--- config.mk ---
export PLATFORM = sky130hd
export DESIGN_NAME = dram_sr_seq
export DESIGN_NICKNAME = d
export VERILOG_FILES = /design/src/rtl/dram_sr_pkg.sv /design/src/rtl/sr_fsm.sv /design/src/rtl/sr_out.sv /design/src/rtl/sr_gate.sv /design/src/rtl/dram_sr_seq.sv
export SDC_FILE = /design/constraint.sdc
export NUM_CORES = 1
export LEC_CHECK = 0
export ABC_CLOCK_PERIOD_IN_PS = 1800
export CORE_UTILIZATION = 49
export CTS_BUF_LIST = sky130_fd_sc_hd__clkbuf_8
export CTS_CLUSTER_SIZE = 8
export DETAILED_ROUTE_END_ITERATION = 12
export GPL_TIMING_DRIVEN = 0
export PLACE_DENSITY = 0.8
export SYNTH_ARGS = -nofsm -noshare
export SYNTH_HDL_FRONTEND = slang
export SYNTH_SLANG_ARGS = --single-unit
--- constraint.sdc ---
create_clock -name clk_i -period 1.8 [get_ports clk_i]
set_input_delay 0.18 -clock clk_i [delete_from_list [all_inputs] [get_ports clk_i]]
set_output_delay 0.18 -clock clk_i [all_outputs]
set_load 0.05 [all_outputs]
--- src/rtl/dram_sr_pkg.sv ---
package dram_sr_pkg;

  typedef enum logic [2:0] {
    ST_IDLE,
    ST_ODT_OFF,
    ST_SRE,
    ST_SR,
    ST_STAB,
    ST_EXIT
  } sr_state_e;

  typedef struct packed {
    logic cs_n;
    logic ras_n;
    logic cas_n;
    logic we_n;
  } dram_cmd_t;

  localparam dram_cmd_t CMD_NOP = '{cs_n: 1'b0, ras_n: 1'b1, cas_n: 1'b1, we_n: 1'b1};
  localparam dram_cmd_t CMD_DES = '{cs_n: 1'b1, ras_n: 1'b1, cas_n: 1'b1, we_n: 1'b1};
  localparam dram_cmd_t CMD_SRE = '{cs_n: 1'b0, ras_n: 1'b0, cas_n: 1'b0, we_n: 1'b1};

endpackage

--- src/rtl/sr_fsm.sv ---
module sr_fsm
  import dram_sr_pkg::*;
#(
  parameter int unsigned T_AOFD = 3,
  parameter int unsigned T_STAB = 8,
  parameter int unsigned T_XSRD = 200,
  parameter int unsigned CNT_W  = 8
) (
  input  logic             clk_i,
  input  logic             rst_ni,
  input  logic             enter_i,
  input  logic             wake_i,
  output sr_state_e        state_o,
  output logic [CNT_W-1:0] cnt_o
);

  sr_state_e        state_q, state_d;
  logic [CNT_W-1:0] cnt_q, cnt_d;

  localparam logic [CNT_W-1:0] AOFD_LAST = CNT_W'(T_AOFD - 1);
  localparam logic [CNT_W-1:0] STAB_LAST = CNT_W'(T_STAB - 1);
  localparam logic [CNT_W-1:0] XSRD_LAST = CNT_W'(T_XSRD - 1);

  always_comb begin
    state_d = state_q;
    cnt_d   = cnt_q + 1'b1;
    unique case (state_q)
      ST_IDLE: begin
        cnt_d = '0;
        if (enter_i) state_d = ST_ODT_OFF;
      end
      ST_ODT_OFF: if (cnt_q == AOFD_LAST) begin
        state_d = ST_SRE;
        cnt_d   = '0;
      end
      ST_SRE: begin
        state_d = ST_SR;
        cnt_d   = '0;
      end
      ST_SR: begin
        cnt_d = '0;
        if (wake_i) state_d = ST_STAB;
      end
      ST_STAB: if (cnt_q == STAB_LAST) begin
        state_d = ST_EXIT;
        cnt_d   = '0;
      end
      ST_EXIT: if (cnt_q == XSRD_LAST) begin
        state_d = ST_IDLE;
        cnt_d   = '0;
      end
      default: begin
        state_d = ST_IDLE;
        cnt_d   = '0;
      end
    endcase
  end

  always_ff @(posedge clk_i or negedge rst_ni) begin
    if (!rst_ni) begin
      state_q <= ST_IDLE;
      cnt_q   <= '0;
    end else begin
      state_q <= state_d;
      cnt_q   <= cnt_d;
    end
  end

  assign state_o = state_q;
  assign cnt_o   = cnt_q;

  // wake has no effect during entry
  a_r9_wake_ignored_entry: assert property (@(posedge clk_i) disable iff (!rst_ni)
    (state_q == ST_ODT_OFF) |=> (state_q inside {ST_ODT_OFF, ST_SRE}));

  // device stays in self-refresh until a wake
  a_r5_sr_holds: assert property (@(posedge clk_i) disable iff (!rst_ni)
    (state_q == ST_SR && !wake_i) |=> (state_q == ST_SR));

endmodule

--- src/rtl/sr_out.sv ---
module sr_out
  import dram_sr_pkg::*;
#(
  parameter int unsigned T_XSNR = 24,
  parameter int unsigned CNT_W  = 8
) (
  input  sr_state_e        state_i,
  input  logic [CNT_W-1:0] cnt_i,
  output dram_cmd_t        cmd_o,
  output logic             cke_o,
  output logic             clk_en_o,
  output logic             odt_en_o,
  output logic             rd_ok_o,
  output logic             cmd_ok_o,
  output logic             busy_o
);

  localparam logic [CNT_W-1:0] XSNR_CNT = CNT_W'(T_XSNR);

  always_comb begin
    cmd_o    = CMD_NOP;
    cke_o    = 1'b1;
    clk_en_o = 1'b1;
    odt_en_o = 1'b0;
    rd_ok_o  = 1'b0;
    cmd_ok_o = 1'b0;
    busy_o   = 1'b1;
    unique case (state_i)
      ST_IDLE: begin
        odt_en_o = 1'b1;
        rd_ok_o  = 1'b1;
        cmd_ok_o = 1'b1;
        busy_o   = 1'b0;
      end
      ST_ODT_OFF: ;
      ST_SRE: begin
        cmd_o = CMD_SRE;
        cke_o = 1'b0;
      end
      ST_SR: begin
        cmd_o    = CMD_DES;
        cke_o    = 1'b0;
        clk_en_o = 1'b0;
      end
      ST_STAB: begin
        cmd_o = CMD_DES;
        cke_o = 1'b0;
      end
      ST_EXIT: cmd_ok_o = (cnt_i >= XSNR_CNT);
      default: ;
    endcase
  end

endmodule

--- src/rtl/sr_gate.sv ---
module sr_gate (
  input  logic rd_req_i,
  input  logic cmd_req_i,
  input  logic rd_ok_i,
  input  logic cmd_ok_i,
  output logic rd_go_o,
  output logic cmd_go_o
);

  assign rd_go_o  = rd_req_i & rd_ok_i;
  assign cmd_go_o = cmd_req_i & cmd_ok_i;

endmodule

--- src/rtl/dram_sr_seq.sv ---
module dram_sr_seq
  import dram_sr_pkg::*;
#(
  parameter int unsigned T_AOFD = 3,
  parameter int unsigned T_STAB = 8,
  parameter int unsigned T_XSNR = 24,
  parameter int unsigned T_XSRD = 200
) (
  input  logic clk_i,
  input  logic rst_ni,
  input  logic sr_req_i,
  input  logic banks_idle_i,
  input  logic wake_i,
  input  logic rd_req_i,
  input  logic cmd_req_i,
  output logic cke_o,
  output logic cs_n_o,
  output logic ras_n_o,
  output logic cas_n_o,
  output logic we_n_o,
  output logic clk_en_o,
  output logic odt_en_o,
  output logic rd_ok_o,
  output logic cmd_ok_o,
  output logic busy_o,
  output logic rd_go_o,
  output logic cmd_go_o
);

  localparam int unsigned M1    = (T_AOFD > T_STAB) ? T_AOFD : T_STAB;
  localparam int unsigned M2    = (M1 > T_XSRD) ? M1 : T_XSRD;
  localparam int unsigned CNT_W = $clog2(M2 + 1);

  sr_state_e        state;
  logic [CNT_W-1:0] cnt;
  dram_cmd_t        cmd;
  logic             enter;

  // entry is qualified here; sr_fsm only acts on it in idle
  assign enter = sr_req_i & banks_idle_i;

  sr_fsm #(
    .T_AOFD(T_AOFD), .T_STAB(T_STAB), .T_XSRD(T_XSRD), .CNT_W(CNT_W)
  ) u_fsm (
    .clk_i  (clk_i),
    .rst_ni (rst_ni),
    .enter_i(enter),
    .wake_i (wake_i),
    .state_o(state),
    .cnt_o  (cnt)
  );

  sr_out #(
    .T_XSNR(T_XSNR), .CNT_W(CNT_W)
  ) u_out (
    .state_i (state),
    .cnt_i   (cnt),
    .cmd_o   (cmd),
    .cke_o   (cke_o),
    .clk_en_o(clk_en_o),
    .odt_en_o(odt_en_o),
    .rd_ok_o (rd_ok_o),
    .cmd_ok_o(cmd_ok_o),
    .busy_o  (busy_o)
  );

  sr_gate u_gate (
    .rd_req_i (rd_req_i),
    .cmd_req_i(cmd_req_i),
    .rd_ok_i  (rd_ok_o),
    .cmd_ok_i (cmd_ok_o),
    .rd_go_o  (rd_go_o),
    .cmd_go_o (cmd_go_o)
  );

  assign cs_n_o  = cmd.cs_n;
  assign ras_n_o = cmd.ras_n;
  assign cas_n_o = cmd.cas_n;
  assign we_n_o  = cmd.we_n;

  initial begin
    a_params: assert (T_AOFD >= 1 && T_STAB >= 1 && T_XSNR >= 1 && T_XSRD > T_XSNR);
  end

  // checker counters: consecutive cycles with termination off / clock running
  logic [15:0] odt_off_cnt, clk_run_cnt;
  logic        sre_seen;
  logic        nop_seen;

  assign sre_seen = ({cs_n_o, ras_n_o, cas_n_o, we_n_o} == 4'b0001);
  assign nop_seen = ({cs_n_o, ras_n_o, cas_n_o, we_n_o} == 4'b0111);

  always_ff @(posedge clk_i or negedge rst_ni) begin
    if (!rst_ni) begin
      odt_off_cnt <= '0;
      clk_run_cnt <= '0;
    end else begin
      odt_off_cnt <= odt_en_o ? '0 : ((odt_off_cnt == 16'hFFFF) ? odt_off_cnt : odt_off_cnt + 1'b1);
      clk_run_cnt <= !clk_en_o ? '0 : ((clk_run_cnt == 16'hFFFF) ? clk_run_cnt : clk_run_cnt + 1'b1);
    end
  end

  a_r3_odt_off_before_sre: assert property (@(posedge clk_i) disable iff (!rst_ni)
    sre_seen |-> (!odt_en_o && 32'(odt_off_cnt) >= T_AOFD));

  a_r4_cke_falls_on_sre: assert property (@(posedge clk_i) disable iff (!rst_ni)
    $fell(cke_o) |-> sre_seen);

  a_r5_no_cke_gated: assert property (@(posedge clk_i) disable iff (!rst_ni)
    !clk_en_o |-> !cke_o);

  a_r5_clk_stable_at_exit: assert property (@(posedge clk_i) disable iff (!rst_ni)
    $rose(cke_o) |-> (clk_en_o && 32'(clk_run_cnt) >= T_STAB));

  a_r6_exit_nop: assert property (@(posedge clk_i) disable iff (!rst_ni)
    (busy_o && cke_o && !cmd_ok_o) |-> nop_seen);

  a_r7_rd_after_cmd: assert property (@(posedge clk_i) disable iff (!rst_ni)
    rd_ok_o |-> cmd_ok_o);

  a_r7_odt_after_rd: assert property (@(posedge clk_i) disable iff (!rst_ni)
    odt_en_o |-> rd_ok_o);

  a_r8_hold_off: assert property (@(posedge clk_i) disable iff (!rst_ni)
    (!rd_ok_o |-> !rd_go_o) and (!cmd_ok_o |-> !cmd_go_o));

endmodule

# ---- Word level (Yosys, flattened, before mapping)
# Index checks and enable logic that the tools add are counted.
dict set report totals {
  regBits 11
  inputBits 7
  word_cells 40
}
dict set report op_classes {
  addsub 1
  order_cmp 1
  eq_ne 13
  n_mux 16
  bitwise 3
  n_reduce_logical 4
}
# operator n
set op_table {}
lappend op_table {{$mux W8} 3}
lappend op_table {{$pmux W8 S3} 1}
lappend op_table {{$pmux W3 S6} 1}
lappend op_table {{$mux W3} 5}
lappend op_table {{$add A8 B1 Y8 const B} 1}
lappend op_table {{$eq A8 B2 Y1 const B} 1}
lappend op_table {{$eq A8 B3 Y1 const B} 1}
lappend op_table {{$eq A8 B8 Y1 const B} 1}
lappend op_table {{$ge A8 B5 Y1 const B} 1}
lappend op_table {{$pmux W4 S2} 1}
lappend op_table {{$eq A3 B2 Y1 const B} 2}
lappend op_table {{$eq A3 B3 Y1 const B} 2}
lappend op_table {{$ne A2 B1 Y1 const B} 3}
lappend op_table {{$reduce_and A5 Y1} 1}
lappend op_table {{$mux W1} 4}
lappend op_table {{$ne A2 B2 Y1 const B} 2}
lappend op_table {{$and A1 B1 Y1} 3}
lappend op_table {{$eq A3 B1 Y1 const B} 1}
lappend op_table {{$logic_not A3 Y1} 1}
lappend op_table {{$reduce_or A3 Y1} 1}
lappend op_table {{$pmux W1 S2} 1}
lappend op_table {{$reduce_or A2 Y1} 1}

# ---- Logic depth before layout (Yosys ltp)
dict set report logic_depth {
  ltp_word 3
  ltp_mapped 6
}

# ---- Cells and area by module
# From an unflattened synthesis, not the netlist that was laid out.
dict set report unflattened {
  cells_unflattened 77
  hier_area_um2 724.4
}
# mod instances cells_per_inst area_each_um2 seq_area_each_um2
set by_module_without_submodules {}
lappend by_module_without_submodules {sr_fsm 1 58 601.8 275.3}
lappend by_module_without_submodules {sr_out 1 16 103.8 0.0}
lappend by_module_without_submodules {sr_gate 1 2 12.5 0.0}
lappend by_module_without_submodules {dram_sr_seq 1 1 6.3 0.0}

# ---- Worst setup path before layout
# OpenSTA, ideal clock, no wires.
dict set report synth_path {
  path_type {reg-to-output}
  startpoint {register u_fsm.state_q[0] (netlist: u_fsm.state_o[0])}
  endpoint {output port cke_o}
  t_arrival_ns 2.368
  path_slack_ns -0.748
  path_stages_with_launch 5
  path_cell_list {dfrtp_1 > buf_2 > nand3_1 > nand2_1 > a21oi_1}
}
dict set report synth_between {
  elab_chain_len 3
}
# item line
set synth_lines {}
lappend synth_lines {{from (decl)} sr_fsm.sv:17} ;# sr_state_e state_q, state_d;
lappend synth_lines {{from (signal assigned)} sr_fsm.sv:64} ;# state_q <= state_d;
lappend synth_lines {{$eq A3 B2 Y1 or $eq A3 B3 Y1 (tied branches)} sr_out.sv:28} ;# unique case (state_i)
lappend synth_lines {{$reduce_or A3 Y1 (no line) *} -}
lappend synth_lines {{$mux W1 *} sr_out.sv:28}
lappend synth_lines {{to (decl)} dram_sr_seq.sv:16} ;# output logic cke_o,
# Every way passes the cells marked *; elsewhere a longest branch is shown, timed or not.

# ---- Final worst setup path
dict set report layout_path {
  startpoint {register u_fsm.cnt_q[6] (netlist: u_fsm.cnt_o[6])}
  endpoint {output port cmd_go_o}
}
dict set report layout_between {
  elab_chain_len 3
}
# item line
set layout_lines {}
lappend layout_lines {{from (decl)} sr_fsm.sv:18} ;# logic [CNT_W-1:0] cnt_q, cnt_d;
lappend layout_lines {{from (signal assigned)} sr_fsm.sv:65} ;# cnt_q <= cnt_d;
lappend layout_lines {{$ge A8 B5 Y1} sr_out.sv:49} ;# ST_EXIT: cmd_ok_o = (cnt_i >= XSNR_CNT);
lappend layout_lines {{$pmux W1 S2} sr_out.sv:28}
lappend layout_lines {{$and A1 B1 Y1} sr_gate.sv:11} ;# assign cmd_go_o = cmd_req_i & cmd_ok_i;
lappend layout_lines {{to (decl)} dram_sr_seq.sv:27} ;# output logic cmd_go_o
# No other way between the ends.

==> results.yml <==
worst_setup_path:
  reg2reg_from: "u_fsm.cnt_o[7]"
  startpoint_type: "register"
  critPathCaptureType: "output port"
  path_max_fanout: 6
  required_ns: 1.62
  crit_start: "u_fsm.cnt_o[6]"
  worst_ep_arrival_time_ns: 1.65
  crit_type: "register to output port"
synth:
  synthTopCellsByArea: "dfrtp_1, ha_1, xnor2_1, nor2_1, nand2_1"
  synth_xor_area_share_pct: 7.11
  synthMuxAreaShare_pct: 0
  synth_top_family_by_area: "simple AND/OR/NAND/NOR gates"
  syn_area_per_cell_sq_um: 8.91
  syn_inst: 83
  synth.top_cell.area_share_pct: 37.2
  synth_compound_area_share_pct: 19.6
  yosys.area_share.simple_pct: 22.7
  synth_top_area_cell: "dfrtp_1"
  seq_area_frac_synth_pct: 37.2
  synth_commonest_cells: "dfrtp_1, nor2_1, nand2_1"
  synthArstFlopShare_pct: 100
  synth-edff-count: 0
  yosys_register_bits: 11
  syn-cell-area_sq_um: 739
  yosys_warnings: 0
  syn_nets: 93
  yosysUniqueCellTypes: 31
  synth.most_common_cell: "dfrtp_1"
  synth-adder-area-share_pct: 5.08
  synth-main-ff-cell: "dfrtp_1"
pwr:
  p_int_uw: 828
  power_frac_comb_pct: 62.9
  leakage_uw: 0.000443
  seqPwrFrac_pct: 22.7
  p_clk_share_pct: 14.4
  ir_drop_v: 0.00138
  power_density_mw_per_mm2: 1630
  p_sw_uw: 840
  power_switching_share_pct: 50.4
global_route:
  grt_pass1_vias: 580
  grt_overflow: 0
  grt_max_degree: 12
  gr-usage-all-layers_pct: 22.0
  antenna_found_initial: 0
  grt_pass1_wl_mm: 2.32
timing:
  skew_ns: 0.000695
  finalSetupViolCount: 1
  fin_ws_ns: -0.0317
  fin_crit_ns: 1.83
  fin_crit_sh_pct: 102
  holdWs_ns: 0.281
  hold_viol: 0
  tightest_slew_ns: 0.503
  max_freq_mhz: 546
  drv_slew: 0
  timing.slew.headroom_pct: 66.3
die:
  die_w_um: 40.8
  die-area_sq_mm: 0.00167
  initial_core_util_pct: 54.8
  rows: 13
  io_pins: 19
  core_region_area_sq_mm: 0.00135
  die_h_um: 40.8
final_layout:
  final_util_pct: 75.9
  final_layout_size_suffix_gt1_share_pct: 34.0
  diodes: 0
  layout-area-overhead-vs-synth_pct: 38.6
  nets: 117
worst_hold_path:
  hp-class: "primary input to async pin"
routing:
  antenna_left: 0
  vias: 691
  post-route-drc-count: 0
  vias_per_cell: 5.71
  first_pass_iters: 4
  drt_wl_total_mm: 1.69
  drt_iter0_markers: 5
  post_drt_wl_per_cell_um: 14.0
clocking:
  clk_pin_slew_worst_paths_ns: 0.05
  numCtsBuffers: 3
  insertion_delay_ns: 0.24
  cts-htree-levels: 1
  clock-root-buffer: "clkbuf_8"
  cts_tree: "yes"
  clockBufferDepth: 2
  cts_hold_buffers: 0
  numClockSinks: 11
placement:
  hpwl_mm: 1.14
  place_congestion: 0.805
  io_buffers: 17
  dp_slack_ns: -0.409
status:
  status: "finished, violations left"
  violations: "setup timing"
job:
  cap_violations: 0
[metal layers]
metal | global-route usage [%] | routed length [um] | up-vias
li1 | - | - | 330
met1 | 24.5 | 701 | 333
met2 | 37.9 | 854 | 24
met3 | 3.26 | 93 | 4
met4 | 15.0 | 45 | 0
met5 | 0 | 0 | -
[critical path: stages, from the launching register on]
cell	delay (ns)
dfrtp_2	0.45
nor3_2	0.25
a21oi_1	0.14
o21a_2	0.22
and2_2	0.18
buf_4	0.18
[power groups by stage]
stage / logic [uW] / clock network [uW] / registers, uW
5_1_grt: 1120 / 256 / 387
6_report: 1050 / 241 / 378
3_5_place_dp: 1070 / 0 / 375
3_3_place_gp: 1050 / 0 / 369
4_1_cts: 1030 / 248 / 376
2_1_floorplan: 812 / 0 / 359
[registers in the layout, summed over array words and instances (netlist names)]
name           flops
u_fsm.cnt_o        8
u_fsm.state_o      3
[path summary, 6_finish.rpt]
check                      slack (ns)  cells past startpoint        endpoint
min                              0.28                      1  u_fsm.cnt_o[0]
max reg2reg                      0.12                      4  u_fsm.cnt_o[6]
max in group asynchronous        1.15                      1  u_fsm.cnt_o[6]
max                             -0.03                      5        cmd_go_o
min reg2reg                      0.49                      1  u_fsm.cnt_o[0]
min in group clk_i               0.49                      1  u_fsm.cnt_o[0]
[area by class of cell]
| cell class | instances | area (sq um) |
|---|---|---|
| inverter | 6 | 26.3 |
| timing repair buffer | 19 | 161 |
| fill | 96 | 325 |
| clock inverter | 1 | 3.75 |
| sequential | 11 | 278 |
| buffer | 6 | 40.0 |
| tap | 15 | 18.8 |
| clock buffer | 3 | 41.3 |
| multi-input combinational | 60 | 455 |
[cells in the final DEF, fill, tap and decap left out, types with 2 or more instances in the layout]
| master | n |
|---|---|
| a21oi_1 | 4 |
| a31oi_1 | 2 |
| and2_2 | 2 |
| buf_2 | 5 |
| buf_4 | 8 |
| clkbuf_8 | 3 |
| clkdlybuf4s15_2 | 2 |
| clkdlybuf4s50_1 | 6 |
| dfrtp_1 | 9 |
| dfrtp_2 | 2 |
| dlygate4sd2_1 | 3 |
| ha_1 | 3 |
| inv_1 | 6 |
| nand2_1 | 6 |
| nand3_1 | 4 |
| nor2_1 | 8 |
| nor3_1 | 2 |
| or3_1 | 2 |
| xnor2_1 | 4 |
| xor2_1 | 2 |
[per-stage QoR]
step           instance area [sq um]  total power [uW]  setup TNS, ns  std cells
2_1_floorplan                    776              1170              0         83
3_3_place_gp                     965              1420          -2.47        115
3_5_place_dp                     965              1440          -2.82        115
4_1_cts                          997              1650        -0.0293        119
5_1_grt                         1020              1770         -0.117        121
6_report                        1020              1670        -0.0317        121
[cell families (layout without fill, tap and decap cells)]
| kind of cell | after synthesis | after routing |
|---|---|---|
| xor gates and xnor gates | 6 | 6 |
| other | 1 | 1 |
| adders and majority gates | 3 | 3 |
| DFF | 11 | 11 |
| AOI/OAI and AO/OA | 16 | 16 |
| buffers and inverters | 12 | 35 |
| and+or+nand+nor | 34 | 34 |
[what timing repair did]
item | 4_1_cts | 5_1_grt
setup buffers | 0 | 2
gates resized for setup | 46 | 7
setup endpoints to repair | 11 | 13
pin swaps | 0 | 1
Power figures use the tool's default switching activity.
